<file path="src/rtl/vsw_pkg.sv">
package vsw_pkg;
  typedef enum logic [1:0] {
    ST_IDLE  = 2'd0,
    ST_READ  = 2'd1,
    ST_WRITE = 2'd2
  } seq_state_e;

  localparam int FN_LEN_BIT    = 0;
  localparam int FN_STRIDE_BIT = 1;
  localparam int GROUP_REGS    = 4;
  localparam int QUARTER_BEATS = 4;
endpackage

</file>
<file path="src/rtl/vsw_plan.sv">
// Per-command byte budget and address step, evaluated at acceptance.
module vsw_plan #(
  parameter int LINE_BYTES = 16,
  parameter int ADDR_W     = 32,
  parameter int BUD_W      = 7
) (
  input  logic              quarter,
  input  logic              group,
  input  logic              len_mode,
  input  logic              stride_mode,
  input  logic [2:0]        esize,
  input  logic [ADDR_W-1:0] scalar,
  output logic [BUD_W-1:0]  budget,
  output logic [ADDR_W-1:0] step
);
  localparam int QTR = LINE_BYTES / 4;

  logic [1:0]       sz_lg;
  logic [1:0]       mult_lg;
  logic [BUD_W-1:0] elems;
  logic [BUD_W-1:0] cnt;

  always_comb begin
    case (esize)
      3'd2:    sz_lg = 2'd1;
      3'd4:    sz_lg = 2'd2;
      default: sz_lg = 2'd0;
    endcase
    mult_lg = group ? 2'd2 : 2'd0;
    elems   = (BUD_W'(LINE_BYTES) >> sz_lg) << mult_lg;
    cnt     = (scalar < ADDR_W'(elems)) ? scalar[BUD_W-1:0] : elems;
    budget  = len_mode ? (cnt << sz_lg) : (BUD_W'(LINE_BYTES) << mult_lg);
    if (stride_mode) step = scalar << sz_lg;
    else             step = quarter ? ADDR_W'(QTR) : ADDR_W'(LINE_BYTES);
  end
endmodule

</file>
<file path="src/rtl/vsw_beat.sv">
// Forms one write beat: aligned address, size, rotated strobe, data.
module vsw_beat #(
  parameter int LINE_BYTES = 16,
  parameter int ADDR_W     = 32,
  parameter int BUD_W      = 7
) (
  input  logic [ADDR_W-1:0]       run_addr,
  input  logic [BUD_W-1:0]        remain,
  input  logic                    quarter,
  input  logic [1:0]              beat_k,
  input  logic [LINE_BYTES*8-1:0] line,
  output logic [ADDR_W-1:0]       wr_addr,
  output logic [LINE_BYTES*8-1:0] wr_data,
  output logic [LINE_BYTES-1:0]   wr_strb,
  output logic [BUD_W-1:0]        size
);
  localparam int LSB_W = $clog2(LINE_BYTES);
  localparam int QTR   = LINE_BYTES / 4;
  localparam int QB    = QTR * 8;

  logic [BUD_W-1:0]        cap;
  logic [LINE_BYTES-1:0]   mask;
  logic [2*LINE_BYTES-1:0] wide;
  logic [QB-1:0]           chunk;
  logic [LINE_BYTES*8-1:0] repl;
  logic [LSB_W-1:0]        lsb;

  assign cap  = quarter ? BUD_W'(QTR) : BUD_W'(LINE_BYTES);
  assign size = (remain < cap) ? remain : cap;
  assign lsb  = run_addr[LSB_W-1:0];

  generate
    for (genvar i = 0; i < LINE_BYTES; i++) begin : g_mask
      assign mask[i] = BUD_W'(i) < size;
    end
    for (genvar g = 0; g < 4; g++) begin : g_repl
      assign repl[g*QB +: QB] = chunk;
    end
  endgenerate

  assign wide    = {{LINE_BYTES{1'b0}}, mask} << lsb;
  assign wr_strb = wide[LINE_BYTES-1:0] | wide[2*LINE_BYTES-1:LINE_BYTES];
  assign chunk   = line[beat_k*QB +: QB];
  assign wr_data = quarter ? repl : line;
  assign wr_addr = {1'b0, run_addr[ADDR_W-2:LSB_W], {LSB_W{1'b0}}};
endmodule

</file>
<file path="src/rtl/vsw_track.sv">
// Pending-read bitmap and outstanding-response counter.
module vsw_track #(
  parameter int REG_AW  = 6,
  parameter int MAX_OUT = 15,
  parameter int OUT_W   = 4
) (
  input  logic                   clk,
  input  logic                   rst,
  input  logic                   set_en,
  input  logic [REG_AW-1:0]      set_base,
  input  logic                   set_group,
  input  logic                   clr_en,
  input  logic [REG_AW-1:0]      clr_idx,
  input  logic                   issue,
  input  logic                   resp,
  output logic [(1<<REG_AW)-1:0] active,
  output logic [OUT_W-1:0]       out_cnt,
  output logic                   out_full
);
  localparam int NREGS = 1 << REG_AW;

  logic [NREGS-1:0] set_vec;
  logic [NREGS-1:0] clr_vec;
  logic             resp_ok;

  always_comb begin
    set_vec = '0;
    clr_vec = '0;
    if (set_en) begin
      for (int g = 0; g < vsw_pkg::GROUP_REGS; g++) begin
        if (g == 0 || set_group) set_vec[set_base + REG_AW'(g)] = 1'b1;
      end
    end
    if (clr_en) clr_vec[clr_idx] = 1'b1;
  end

  assign resp_ok  = resp && (out_cnt != '0);
  assign out_full = out_cnt >= OUT_W'(MAX_OUT);

  always_ff @(posedge clk) begin
    if (rst) begin
      active  <= '0;
      out_cnt <= '0;
    end else begin
      active <= (active & ~clr_vec) | set_vec;
      case ({issue, resp_ok})
        2'b10:   out_cnt <= out_cnt + 1'b1;
        2'b01:   out_cnt <= out_cnt - 1'b1;
        default: out_cnt <= out_cnt;
      endcase
    end
  end
endmodule

</file>
<file path="src/rtl/vsw_store_seq.sv">
module vsw_store_seq #(
  parameter int LINE_BYTES = 16,
  parameter int ADDR_W     = 32,
  parameter int REG_AW     = 6,
  parameter int TAG_W      = 4,
  parameter int MAX_OUT    = 15
) (
  input  logic                    clk,
  input  logic                    rst,
  input  logic                    cmd_valid,
  output logic                    cmd_ready,
  input  logic                    cmd_quarter,
  input  logic                    cmd_group,
  input  logic [2:0]              cmd_func,
  input  logic [2:0]              cmd_esize,
  input  logic [REG_AW-1:0]       cmd_reg,
  input  logic [TAG_W-1:0]        cmd_tag,
  input  logic [ADDR_W-1:0]       cmd_addr,
  input  logic [ADDR_W-1:0]       cmd_data,
  output logic                    rd_valid,
  input  logic                    rd_ready,
  input  logic                    rd_stall,
  output logic [REG_AW-1:0]       rd_addr,
  output logic                    rd_tag,
  input  logic [LINE_BYTES*8-1:0] rd_data,
  output logic                    wr_valid,
  input  logic                    wr_ready,
  output logic [ADDR_W-1:0]       wr_addr,
  output logic [REG_AW-1:0]       wr_id,
  output logic [LINE_BYTES*8-1:0] wr_data,
  output logic [LINE_BYTES-1:0]   wr_strb,
  input  logic                    resp_valid,
  output logic                    resp_ready,
  output logic [(1<<REG_AW)-1:0]  busy_regs,
  output logic                    nempty
);
  import vsw_pkg::*;

  localparam int LINE_W = LINE_BYTES * 8;
  localparam int BUD_W  = $clog2(LINE_BYTES * 4 + 1);
  localparam int OUT_W  = $clog2(MAX_OUT + 1);

  seq_state_e        st;
  logic              cfg_quarter;
  logic [TAG_W-1:0]  tag_q;
  logic [ADDR_W-1:0] step_q;
  logic [REG_AW-1:0] reg_q;
  logic [1:0]        left_q;
  logic [1:0]        beat_q;
  logic [ADDR_W-1:0] addr_q;
  logic [BUD_W-1:0]  remain_q;
  logic [LINE_W-1:0] line_q;

  logic [BUD_W-1:0]  plan_budget;
  logic [ADDR_W-1:0] plan_step;
  logic [BUD_W-1:0]  beat_size;
  logic [OUT_W-1:0]  out_cnt;
  logic              out_full;
  logic              accept;
  logic              rd_fire;
  logic              wr_fire;

  vsw_plan #(.LINE_BYTES(LINE_BYTES), .ADDR_W(ADDR_W), .BUD_W(BUD_W)) i_plan (
    .quarter     (cmd_quarter),
    .group       (cmd_group),
    .len_mode    (cmd_func[FN_LEN_BIT]),
    .stride_mode (cmd_func[FN_STRIDE_BIT]),
    .esize       (cmd_esize),
    .scalar      (cmd_data),
    .budget      (plan_budget),
    .step        (plan_step)
  );

  vsw_beat #(.LINE_BYTES(LINE_BYTES), .ADDR_W(ADDR_W), .BUD_W(BUD_W)) i_beat (
    .run_addr (addr_q),
    .remain   (remain_q),
    .quarter  (cfg_quarter),
    .beat_k   (beat_q),
    .line     (line_q),
    .wr_addr  (wr_addr),
    .wr_data  (wr_data),
    .wr_strb  (wr_strb),
    .size     (beat_size)
  );

  vsw_track #(.REG_AW(REG_AW), .MAX_OUT(MAX_OUT), .OUT_W(OUT_W)) i_track (
    .clk       (clk),
    .rst       (rst),
    .set_en    (accept),
    .set_base  (cmd_reg),
    .set_group (cmd_group),
    .clr_en    (rd_fire),
    .clr_idx   (reg_q),
    .issue     (wr_fire),
    .resp      (resp_valid),
    .active    (busy_regs),
    .out_cnt   (out_cnt),
    .out_full  (out_full)
  );

  assign cmd_ready  = (st == ST_IDLE);
  assign accept     = cmd_ready && cmd_valid;
  assign rd_valid   = (st == ST_READ);
  assign rd_fire    = rd_valid && rd_ready && !rd_stall;
  assign rd_addr    = reg_q;
  assign rd_tag     = tag_q[reg_q[1:0]];
  assign wr_valid   = (st == ST_WRITE) && !out_full;
  assign wr_fire    = wr_valid && wr_ready;
  assign wr_id      = reg_q;
  assign resp_ready = 1'b1;
  assign nempty     = (st != ST_IDLE) || (out_cnt != '0);

  always_ff @(posedge clk) begin
    if (rd_fire) line_q <= rd_data;
  end

  always_ff @(posedge clk) begin
    if (rst) begin
      st          <= ST_IDLE;
      cfg_quarter <= 1'b0;
      tag_q       <= '0;
      step_q      <= '0;
      reg_q       <= '0;
      left_q      <= '0;
      beat_q      <= '0;
      addr_q      <= '0;
      remain_q    <= '0;
    end else begin
      case (st)
        ST_IDLE: begin
          if (cmd_valid) begin
            cfg_quarter <= cmd_quarter;
            tag_q       <= cmd_tag;
            step_q      <= plan_step;
            reg_q       <= cmd_reg;
            left_q      <= cmd_group ? 2'd3 : 2'd0;
            addr_q      <= cmd_addr;
            remain_q    <= plan_budget;
            st          <= ST_READ;
          end
        end
        ST_READ: begin
          if (rd_ready && !rd_stall) begin
            beat_q <= '0;
            st     <= ST_WRITE;
          end
        end
        ST_WRITE: begin
          if (wr_fire) begin
            addr_q   <= addr_q + step_q;
            remain_q <= remain_q - beat_size;
            if (cfg_quarter && beat_q != 2'(QUARTER_BEATS - 1)) begin
              beat_q <= beat_q + 1'b1;
            end else if (left_q != '0) begin
              reg_q  <= reg_q + 1'b1;
              left_q <= left_q - 1'b1;
              st     <= ST_READ;
            end else begin
              st <= ST_IDLE;
            end
          end
        end
        default: st <= ST_IDLE;
      endcase
    end
  end
endmodule

</file>
<file path="config.mk">
export PLATFORM = sky130hd
export DESIGN_NAME = vsw_store_seq
export DESIGN_NICKNAME = d
export VERILOG_FILES = /design/src/rtl/vsw_pkg.sv /design/src/rtl/vsw_plan.sv /design/src/rtl/vsw_beat.sv /design/src/rtl/vsw_track.sv /design/src/rtl/vsw_store_seq.sv
export SDC_FILE = /design/constraint.sdc
export NUM_CORES = 1
export LEC_CHECK = 0
export ABC_CLOCK_PERIOD_IN_PS = 7300
export BUFFER_PORTS_ARGS = -buffer_cell sky130_fd_sc_hd__buf_2
export CAP_MARGIN = 0
export CORE_ASPECT_RATIO = 1.75
export CORE_MARGIN = 2
export CORE_UTILIZATION = 54
export DETAILED_ROUTE_END_ITERATION = 10
export GPL_TIMING_DRIVEN = 0
export PLACE_DENSITY = 0.82
export SYNTH_ARGS = -nofsm -noshare
export SYNTH_HDL_FRONTEND = slang
export SYNTH_SLANG_ARGS = --single-unit
</file>
<file path="constraint.sdc">
create_clock -name clk -period 7.3 [get_ports clk]
set_input_delay 2.19 -clock clk [delete_from_list [all_inputs] [get_ports clk]]
set_output_delay 2.19 -clock clk [all_outputs]
set_load 0.02 [all_outputs]
</file>
Word level (Yosys, flattened, before mapping)
Index checks and enable logic that the tools add are counted.
Word-level totals
  register bits: 284
  latch bits: 0
  bits in writable memories: 0
  bits in read-only memories: 0
  output and inout bits: 258
  memories: 0
Cells by class
  add/subtract/negate cells: 10
  $mul: 0
  divide/modulo/power cells: 0
  $lt $le $gt $ge: 30
  equal/unequal tests: 13
  shift-type cells: 7
  muxes and demuxes: 57
  bitwise gates (word level): 7
  reductions and logical operators: 28
Operator list (number)
  $mux W64: 8
  $or A64 B64 Y64: 4
  $mux W128: 1
  $shiftx A128 B8 Y32: 1
  $mux W32: 3
  $and A64 B64 Y64: 1
  $not A64 Y64: 1
  $pmux W32 S2: 1
  $lt A4 B7 Y1 const A: 8
  $lt A6 B7 Y1 const B: 5
  $mux W7: 5
  $add A32 B32 Y32: 1
  $lt A32 B7 Y1: 1
  $shl A16 B4 Y32: 1
  $shl A32 B2 Y32: 1
  $demux W1 S6: 5
  $ge A6 B1 Y1 const B: 5
  $lt A3 B7 Y1 const A: 4
  $mux W2: 13
  $mux W6: 4
  $or A16 B16 Y16: 1
  $lt A1 B7 Y1 const A: 2
  $lt A2 B7 Y1 const A: 2
  $pmux W7 S2: 1
  other kinds (36): 73

Longest topological paths before layout
Gate-level depths: netlist of the first run.
  depth after elaboration: 15
  depth in mapped cells: 15
  gate-level depth less buffers: 13

Cells and area by module
Synthesis of the first run repeated with hierarchy kept, for this count alone.
Second synthesis, totals
  cells, all modules: 2355
  area total of the unflattened synthesis: 19942.9 µm²
By module, submodules not included
  vsw_store_seq: instances 1, cells an instance 891, area each 9628.0 µm², seq. area each 5605.4 µm²
  vsw_track: instances 1, cells an instance 708, area each 5748.0 µm², seq. area each 1361.3 µm²
  vsw_beat: instances 1, cells an instance 556, area each 3449.6 µm², seq. area each 0.0 µm²
  vsw_plan: instances 1, cells an instance 200, area each 1117.3 µm², seq. area each 0.0 µm²

Least setup slack after synthesis of the first run
No wires, ideal clock.
  path kind: in2reg
  start point: input port rd_ready
  end point: register i_track.active[55]
  setup time: 0.132 ns
  arrival time: 6.361 ns
  data required time: 7.168 ns
  slack: 0.807 ns
  stages: 5
  cell sequence: nor2b_1 and2_1 nand2_1 o21ai_0 a21oi_1
Between the ends
  word-level cells in the longest chain between the ends: 6
Ends and longest elaborated chain
  start: declaration: line vsw_store_seq.sv:21  | input logic rd_ready,
  $logic_and A1 B1 Y1 (2 in a row): line vsw_store_seq.sv:104  | assign rd_fire = rd_valid && rd_ready && !rd_stall;
  net i_track.clr_en: line vsw_track.sv:12  | input logic clr_en,
  $mux W64: line vsw_track.sv:34  | if (clr_en) clr_vec[clr_idx] = 1'b1;
  $not A64 Y64: line vsw_track.sv:45  | active <= (active & ~clr_vec) | set_vec;
  $and A64 B64 Y64: line vsw_track.sv:45
  $or A64 B64 Y64: line vsw_track.sv:45
  end signal: assignment: line vsw_track.sv:45
  end: declaration: line vsw_track.sv:16  | output logic [(1<<REG_AW)-1:0] active,
The timed path passes the listed nets, and every way through them passes these cells.
A chain may end at the register's enable or synchronous reset.

Final worst setup path of the first run
  start point: register beat_q[0]
  end point: output port wr_data[18]
Between the ends
  word-level cells in the longest chain between the ends: 2
Ends and longest elaborated chain
  start: declaration: line vsw_store_seq.sv:49  | logic [1:0] beat_q;
  start signal: assignment: line vsw_store_seq.sv:153  | beat_q <= beat_q + 1'b1;
  $shiftx A128 B8 Y32: line vsw_beat.sv:43  | assign chunk = line[beat_k*QB +: QB];
  $mux W128: line vsw_beat.sv:44  | assign wr_data = quarter ? repl : line;
  end: declaration: line vsw_store_seq.sv:30  | output logic [LINE_BYTES*8-1:0] wr_data,
Every way passes these cells.

==> out/metrics.yaml, run 1 <==
status: "complete, but fails checks"
violations: "capacitance limit, slew limit"
rr_startpoint: "st[1]"
timing.slew.headroom_pct: -3.30
row_count: 88
io_buffers: 464
postCtsHoldBufs: 0
setup_tns_ns: 0
power_per_cell_area_nw_per_um2: 204
htreeDepth: 1
ys_seq_area_share_pct: 38.9
post_cts_buffers: 0
fmax_ghz: 0.162
max-clock-path-buffers: 3
grt_pass1_vias: 20516
setup_viol_count_final: 0
ios: 475
core_um2: 32700
seq_power_share_pct: 40.3
skew_ns: 0.0199
die_y_um: 244
sw_frac_of_total_pct: 34.8
grt.total_usage_pct: 51.7
path_depth: 6
max_stage_delay_ns: 0.86
cts_buffers: 27
antenna_found_initial: 29
clk_latency_ns: 0.58
avgSynthCellArea_um2: 8.19
stdcell_count: 3120
startpoint: "beat_q[0]"
dr.first_iter.drc_count: 2339
wl_per_cell_um: 29.9
overflow: 0
die_area_um2: 34500
fin_area_um2: 21600
fin_hold_ws_ns: 0.459
initial_utilization_pct: 54.4
worst_ep_arrival_time_ns: 4.00
worstMarginPinSlew_ns: 1.53
yosys_register_bits: 282
cts_sinks: 282
rsz0062_at_grt: "no"
root_buffer: "clkbuf_16"
grt_first_pass_wirelength_um: 131000
dp_hpwl_um: 68600
yosysUniqueCellTypes: 83
hold_viol: 0
synth_warnings: 0
comb_power_share_pct: 26.0
power_mw: 4.42
critPathRequiredTime_ns: 5.11
crit_fanout: 10
synth_flop_cell: "dfxtp_1"
critPathBufInv: 3
num_vias: 21024
first_pass_iters: 9
clk_pin_slew_ns: 0.07
synth_edf_count: 128
p_int_mw: 2.88
post-route-period-util_pct: 84.7
endpoint_kind: "output port"
grt_max_degree: 71
r2r_cells: 9
drive_above_1_share_pct: 23.5
cts_tree: "done"
wl_um: 93100
area_growth_pct: 21.5
fin_crit_ns: 6.19
dpl.cell_count: 3049
path_class: "flip-flop to output port"
synth_area_um2: 17800
path_delay_family: "buffers and inverters"
cts.repair.resized: 0
power.leakage_nw: 9.12
hp-class: "flip-flop to flip-flop"
drv_slew: 2
fin_nets: 2938
async_flop_share_pct: 0
crit_chain: "clkbuf_1 > buf_1 > mux4_2 > nand2_1 > o21ai_0 > buf_2"
syn_inst: 2174
dpl_cell_area_um2: 20700
cp-endpoint: "wr_data[18]"
cp-start-kind: "flip-flop"
fillCellCount: 2635
peakVddDrop_mv: 0.160
postRouteAntennaNets: 0
r2r_end: "remain_q[1]"
remaining_drc_errors: 0
pwr-share-clk_pct: 33.7
crit_slowest_cell: "buf_1"
die_x_um: 141
rrSetupSlack_ns: 3.74
drv_cap: 1
gp_congestion: 1.13
power.switching_mw: 1.54
viasPerCell: 6.74
-- layout make-up --
class	count	area (µm²)	area share, %
inverter	163	612	2.83
timing repair buffer	465	2350	10.9
tap	405	507	2.34
clock inverter	17	148	0.682
clock buffer	32	747	3.45
buffer	182	853	3.94
sequential	282	6930	32.0
antenna	22	55.1	0.254
multi-input combinational	1552	9440	43.6
-- how the worst min path moves through the flow --
| stage | start | slack [ns] | cells past startpoint | endpoint |
|---|---|---|---|---|
| 2_1_floorplan | tag_q[2] | 0.43 | 2 | tag_q[2] |
| 3_3_place_gp | tag_q[3] | 0.44 | 2 | tag_q[3] |
| 3_5_place_dp | i_track.active[63] | 0.45 | 2 | i_track.active[63] |
| 4_1_cts | i_track.active[63] | 0.46 | 2 | i_track.active[63] |
| 5_1_grt | tag_q[0] | 0.47 | 2 | tag_q[0] |
| 6_report | tag_q[1] | 0.46 | 2 | tag_q[1] |
-- per-layer routing --
layer | track usage (%) | wire length, µm | up-vias
li1 | - | - | 8788
met1 | 45.9 | 26200 | 9616
met2 | 84.1 | 42200 | 1838
met3 | 21.5 | 12100 | 764
met4 | 54.1 | 12500 | 18
met5 | 0 | 119 | -
-- per-stage QoR --
| stage | util, % | setup WS (ns) |
|---|---|---|
| after CTS | 66.0 | 1.51 |
| after floorplan | - | 0.807 |
| final | 66.2 | 1.11 |
| after detailed placement | 63.2 | 0.942 |
| after global placement | 63.2 | -2.35 |
| after global routing | 66.1 | 1.10 |
-- logic make-up (layout without fill, tap and decap cells) --
family / Yosys count / count (layout) / synth area share (%)
AO/OA/AOI/OAI: 738 / 738 / 24.2
XOR/XNOR: 29 / 29 / 1.43
adder cells (fa/ha/maj): 48 / 48 / 3.46
buffers and inverters: 345 / 859 / 8.23
flip-flops: 282 / 282 / 38.9
multiplexers: 95 / 95 / 7.87
other: 2 / 29 / 0.0422
AND/OR/NAND/NOR: 635 / 635 / 15.9
-- placed cells by master (no fill, tap or decap), types with 39 or more instances in the layout --
| cell | instances |
|---|---|
| o21ai_0 | 301 |
| clkbuf_1 | 117 |
| buf_4 | 39 |
| a21oi_1 | 175 |
| nand2_1 | 173 |
| inv_1 | 159 |
| buf_2 | 469 |
| mux2i_1 | 50 |
| o22ai_1 | 87 |
| nor2_1 | 270 |
| nand3_1 | 39 |
| ha_1 | 46 |
| dfxtp_1 | 154 |
| edfxtp_1 | 128 |
-- registers in the layout, indices dropped and copies added, names as in the netlist, 4 cells and up --
register	count
line_q	128
i_track.active	64
addr_q	31
step_q	31
remain_q	7
rd_addr	6
i_track.out_cnt	4
tag_q	4
-- power by group through the flow --
stage	Combinational (mW)	Sequential (mW)	Clock [mW]
6_report	1.15	1.78	1.49
4_1_cts	1.09	1.77	1.46
2_1_floorplan	0.659	1.79	0
3_5_place_dp	1.08	1.80	0
3_3_place_gp	1.05	1.80	0
5_1_grt	1.19	1.78	1.52
-- synthesized netlist by cell type (4+ instances only) --
| master | n | area, µm² |
|---|---|---|
| buf_2 | 5 | 25.0 |
| o21bai_1 | 4 | 30.0 |
| o22ai_1 | 87 | 544 |
| ha_1 | 46 | 576 |
| o21a_1 | 9 | 67.6 |
| nand2b_1 | 21 | 131 |
| or3b_2 | 4 | 35.0 |
| inv_1 | 159 | 597 |
| o221ai_1 | 4 | 35.0 |
| buf_4 | 39 | 293 |
| or2_2 | 12 | 75.1 |
| mux2i_1 | 50 | 500 |
| mux2_2 | 10 | 113 |
| o211ai_1 | 13 | 97.6 |
| xnor2_1 | 16 | 140 |
| nor2b_1 | 25 | 156 |
| nor4_1 | 10 | 62.6 |
| a31oi_1 | 25 | 156 |
| nand2_1 | 173 | 649 |
| nand3_1 | 39 | 195 |
| buf_1 | 19 | 71.3 |
| a211o_1 | 4 | 35.0 |
| and2_1 | 6 | 37.5 |
| a21oi_1 | 175 | 876 |
| xor2_1 | 13 | 114 |
| a22oi_1 | 13 | 97.6 |
| o22a_1 | 4 | 35.0 |
| a211oi_1 | 21 | 158 |
| nor2_1 | 270 | 1010 |
| and4_1 | 4 | 35.0 |
| o21ai_0 | 301 | 1510 |
| nand3b_1 | 4 | 30.0 |
| o31ai_1 | 4 | 30.0 |
| nor3_1 | 26 | 130 |
| mux4_2 | 35 | 788 |
| nand4_1 | 7 | 43.8 |
| a311oi_1 | 10 | 87.6 |
| edfxtp_1 | 128 | 3840 |
| or3_1 | 17 | 106 |
| a21o_1 | 20 | 150 |
| and3_1 | 10 | 62.6 |
| clkbuf_1 | 115 | 432 |
| dfxtp_1 | 154 | 3080 |
-- worst register-to-register path, stage by stage, from the launching register on --
cell,delay [ns]
dfxtp_1,0.49
nand2b_1,0.23
a41oi_1,0.44
and2_1,0.31
clkinv_1,0.35
nand2_1,0.44
clkbuf_1,0.61
o311ai_0,0.30
o21ai_0,0.17
nor2_1,0.07
Note: power is estimated with default switching activity, not from simulation.
==> run 2: changes to the inputs <==
--- a/config.mk
+++ b/config.mk
@@ -5,12 +5,13 @@
 export SDC_FILE = /design/constraint.sdc
 export NUM_CORES = 1
 export LEC_CHECK = 0
-export ABC_CLOCK_PERIOD_IN_PS = 7300
+export ABC_AREA = 1
+export ABC_CLOCK_PERIOD_IN_PS = 6070
 export BUFFER_PORTS_ARGS = -buffer_cell sky130_fd_sc_hd__buf_2
 export CAP_MARGIN = 0
 export CORE_ASPECT_RATIO = 1.75
 export CORE_MARGIN = 2
-export CORE_UTILIZATION = 54
+export CORE_UTILIZATION = 55
 export DETAILED_ROUTE_END_ITERATION = 10
 export GPL_TIMING_DRIVEN = 0
 export PLACE_DENSITY = 0.82
==> constraint.sdc (replaced) <==
create_clock -name clk -period 6.07 [get_ports clk]
set_input_delay 1.821 -clock clk [delete_from_list [all_inputs] [get_ports clk]]
set_output_delay 1.821 -clock clk [all_outputs]
set_load 0.02 [all_outputs]
==> run 2 against run 1 <==
The flow still finishes with violations (capacitance limit, slew limit). Sequential share of layout area down 1.7 points. First-iteration DRC count up 13%. Synthesized cell count up 28%. Final area up 5.7%. Clock-buffer cell count up 1.
==> out/metrics.yaml, run 2 <==
synth_warnings: 0
grt.total_usage_pct: 45.7
power_mw: 6.09
die_x_um: 144
ios: 475
r2r_end: "addr_q[28]"
synth_edf_count: 128
initial_utilization_pct: 55.9
num_vias: 22739
power.leakage_nw: 11.0
synth.area.mux_share_pct: 0.212
r2r_cells: 14
yosys-top-cells-area: "edfxtp_1 (20%), nand2_1 (17%), dfxtp_1 (16%)"
die_y_um: 249
clk_latency_ns: 0.61
yosysUniqueCellTypes: 57
violations: "capacitance limit, slew limit"
startpoint: "remain_q[4]"
async_flop_share_pct: 0
layout_common_cells: "nand2_1 (857), buf_2 (475), o21ai_0 (305)"
final_util_pct: 67.8
worst_ep_arrival_time_ns: 3.35
top_register: "line_q"
status: "complete, but fails checks"
reg_top3: "line_q (128), i_track.active (64)"
first_pass_iters: 6
synth_top_cell_by_area: "edfxtp_1"
synth_flop_cell: "dfxtp_1"
grt_max_degree: 85
rsz0062_at_grt: "no"
power_per_cell_area_nw_per_um2: 266
dp_hpwl_um: 64900
overflow: 0
worstMarginPinSlew_ns: 1.52
synth-simple-area-share_pct: 28.8
endpoint_kind: "output port"
cp-endpoint: "wr_strb[9]"
remaining_drc_errors: 0
path_class: "flip-flop to output port"
drv_slew: 6
cts_buffers: 29
synth_fa_ha_area_share_pct: 3.26
synth-xor-area-share_pct: 1.77
max-clock-path-buffers: 3
cts_sinks: 282
fmax_ghz: 0.193
viasPerCell: 6.02
postRouteAntennaNets: 0
antenna_found_initial: 15
core_um2: 33700
rrSetupSlack_ns: 2.88
wl_per_cell_um: 22.8
cts.repair.resized: 0
area_growth_pct: 21.2
io_buffers: 465
row_count: 89
fin_nets: 3556
synth-compound-area-share_pct: 19.5
critPathRequiredTime_ns: 4.25
peakVddDrop_mv: 0.227
die_area_um2: 35900
grt_pass1_vias: 21573
ys_seq_area_share_pct: 36.7
yosys_register_bits: 282
crit_fanout: 10
synth_top_family_by_area: "simple AND/OR/NAND/NOR gates"
post-synth-top-count-cell: "nand2_1"
fin_hold_ws_ns: 0.472
syn_inst: 2789
rr_startpoint: "addr_q[1]"
drv_cap: 1
hp-class: "flip-flop to flip-flop"
post-route-period-util_pct: 85.1
setup_viol_count_final: 0
post_cts_buffers: 0
clk_pin_slew_ns: 0.07
root_buffer: "clkbuf_16"
skew_ns: 0.0275
wl_um: 86300
fillCellCount: 2954
drive_above_1_share_pct: 19.6
cp-start-kind: "flip-flop"
grt_first_pass_wirelength_um: 124000
htreeDepth: 1
cts_tree: "done"
avgSynthCellArea_um2: 6.77
synth_area_um2: 18900
final_common_cell: "nand2_1"
gp_congestion: 1.04
largest_reg_flops: 128
timing.slew.headroom_pct: -1.83
hold_viol: 0
dr.first_iter.drc_count: 2648
synth_top_area_share_pct: 20.4
fin_crit_ns: 5.17
synth_common_cells: "nand2_1 (857), o21ai_0 (305), inv_1 (248)"
postCtsHoldBufs: 0
[run 2: cell types whose count changed in the layout (fill, tap and decap cells not counted), moves of 35 or more]
cell     change
mux4_2      -35
nor2_1      -61
o22ai_1     -85
nand2_1    +684
inv_1       +89
nand3_1    +108
mux2i_1     -46
a21oi_1     +62
o21ai_1     +58
[run 2: per-stage QoR]
step                      instances  setup TNS [ns]  instance area [µm²]  setup WS, ns
after floorplan                2794               0                18900          1.12
after global placement         3714          -15.38                21800        -0.848
after detailed placement       3715               0                21800         0.854
after CTS                      3769               0                22800         0.988
after global routing           3777               0                22900         0.732
final                          3780               0                22900         0.901
[run 2: worst min path at each step]
stage | from | endpoint | slack, ns | cells past startpoint
2_1_floorplan | left_q[1] | left_q[1] | 0.44 | 2
3_3_place_gp | left_q[1] | left_q[1] | 0.46 | 2
4_1_cts | i_track.active[58] | i_track.active[58] | 0.47 | 2
5_1_grt | i_track.active[56] | i_track.active[56] | 0.50 | 2
3_5_place_dp | i_track.active[58] | i_track.active[58] | 0.46 | 2
6_report | i_track.active[58] | i_track.active[58] | 0.47 | 2
[run 2: final cells by class]
type                       instances  area [µm²]  area share (%)
buffer                           162         816            3.57
timing repair buffer             466        2350            10.3
inverter                         271        1020            4.48
tap                              455         569            2.49
clock inverter                    21         224           0.979
clock buffer                      33         793            3.47
antenna                           11        27.5           0.120
multi-input combinational       2079       10100            44.3
sequential                       282        6930            30.3
[run 2: cells by family (layout without fill, tap and decap cells)]
group / after synthesis / in the layout
flops: 282 / 282
buf+inv: 433 / 953
mux: 4 / 4
other cells: 2 / 18
compound gates: 687 / 687
fa+ha+maj: 48 / 48
simple gates: 1303 / 1303
xor+xnor: 30 / 30
[run 2: metal layers]
metal,part of all wire (%),vias to the layer above,GRT usage [%]
li1,-,10232,-
met3,13,517,14.9
met2,46,1662,74.0
met1,32,10312,47.8
met4,9.8,16,36.5
met5,0.13,-,0
[run 2: worst max-delay path, cell delays in order, from the launching register on]
cell and delay (ns):
dfxtp_1 0.37, ha_1 0.21, nor3_1 0.18, nand2_2 0.18, o21ai_1 0.33, nor2_1 0.17, inv_1 0.10, nor2_1 0.04
o21ai_0 0.45, nand2_1 0.16, nand3_1 0.13, nand3_1 0.09, nand2_1 0.15, buf_2 0.19
[run 2: report_power, final]
group	switching [mW]	internal, mW
registers	0.0869	2.08
clock network	0.869	1.08
logic	1.40	0.568
total	2.36	3.73
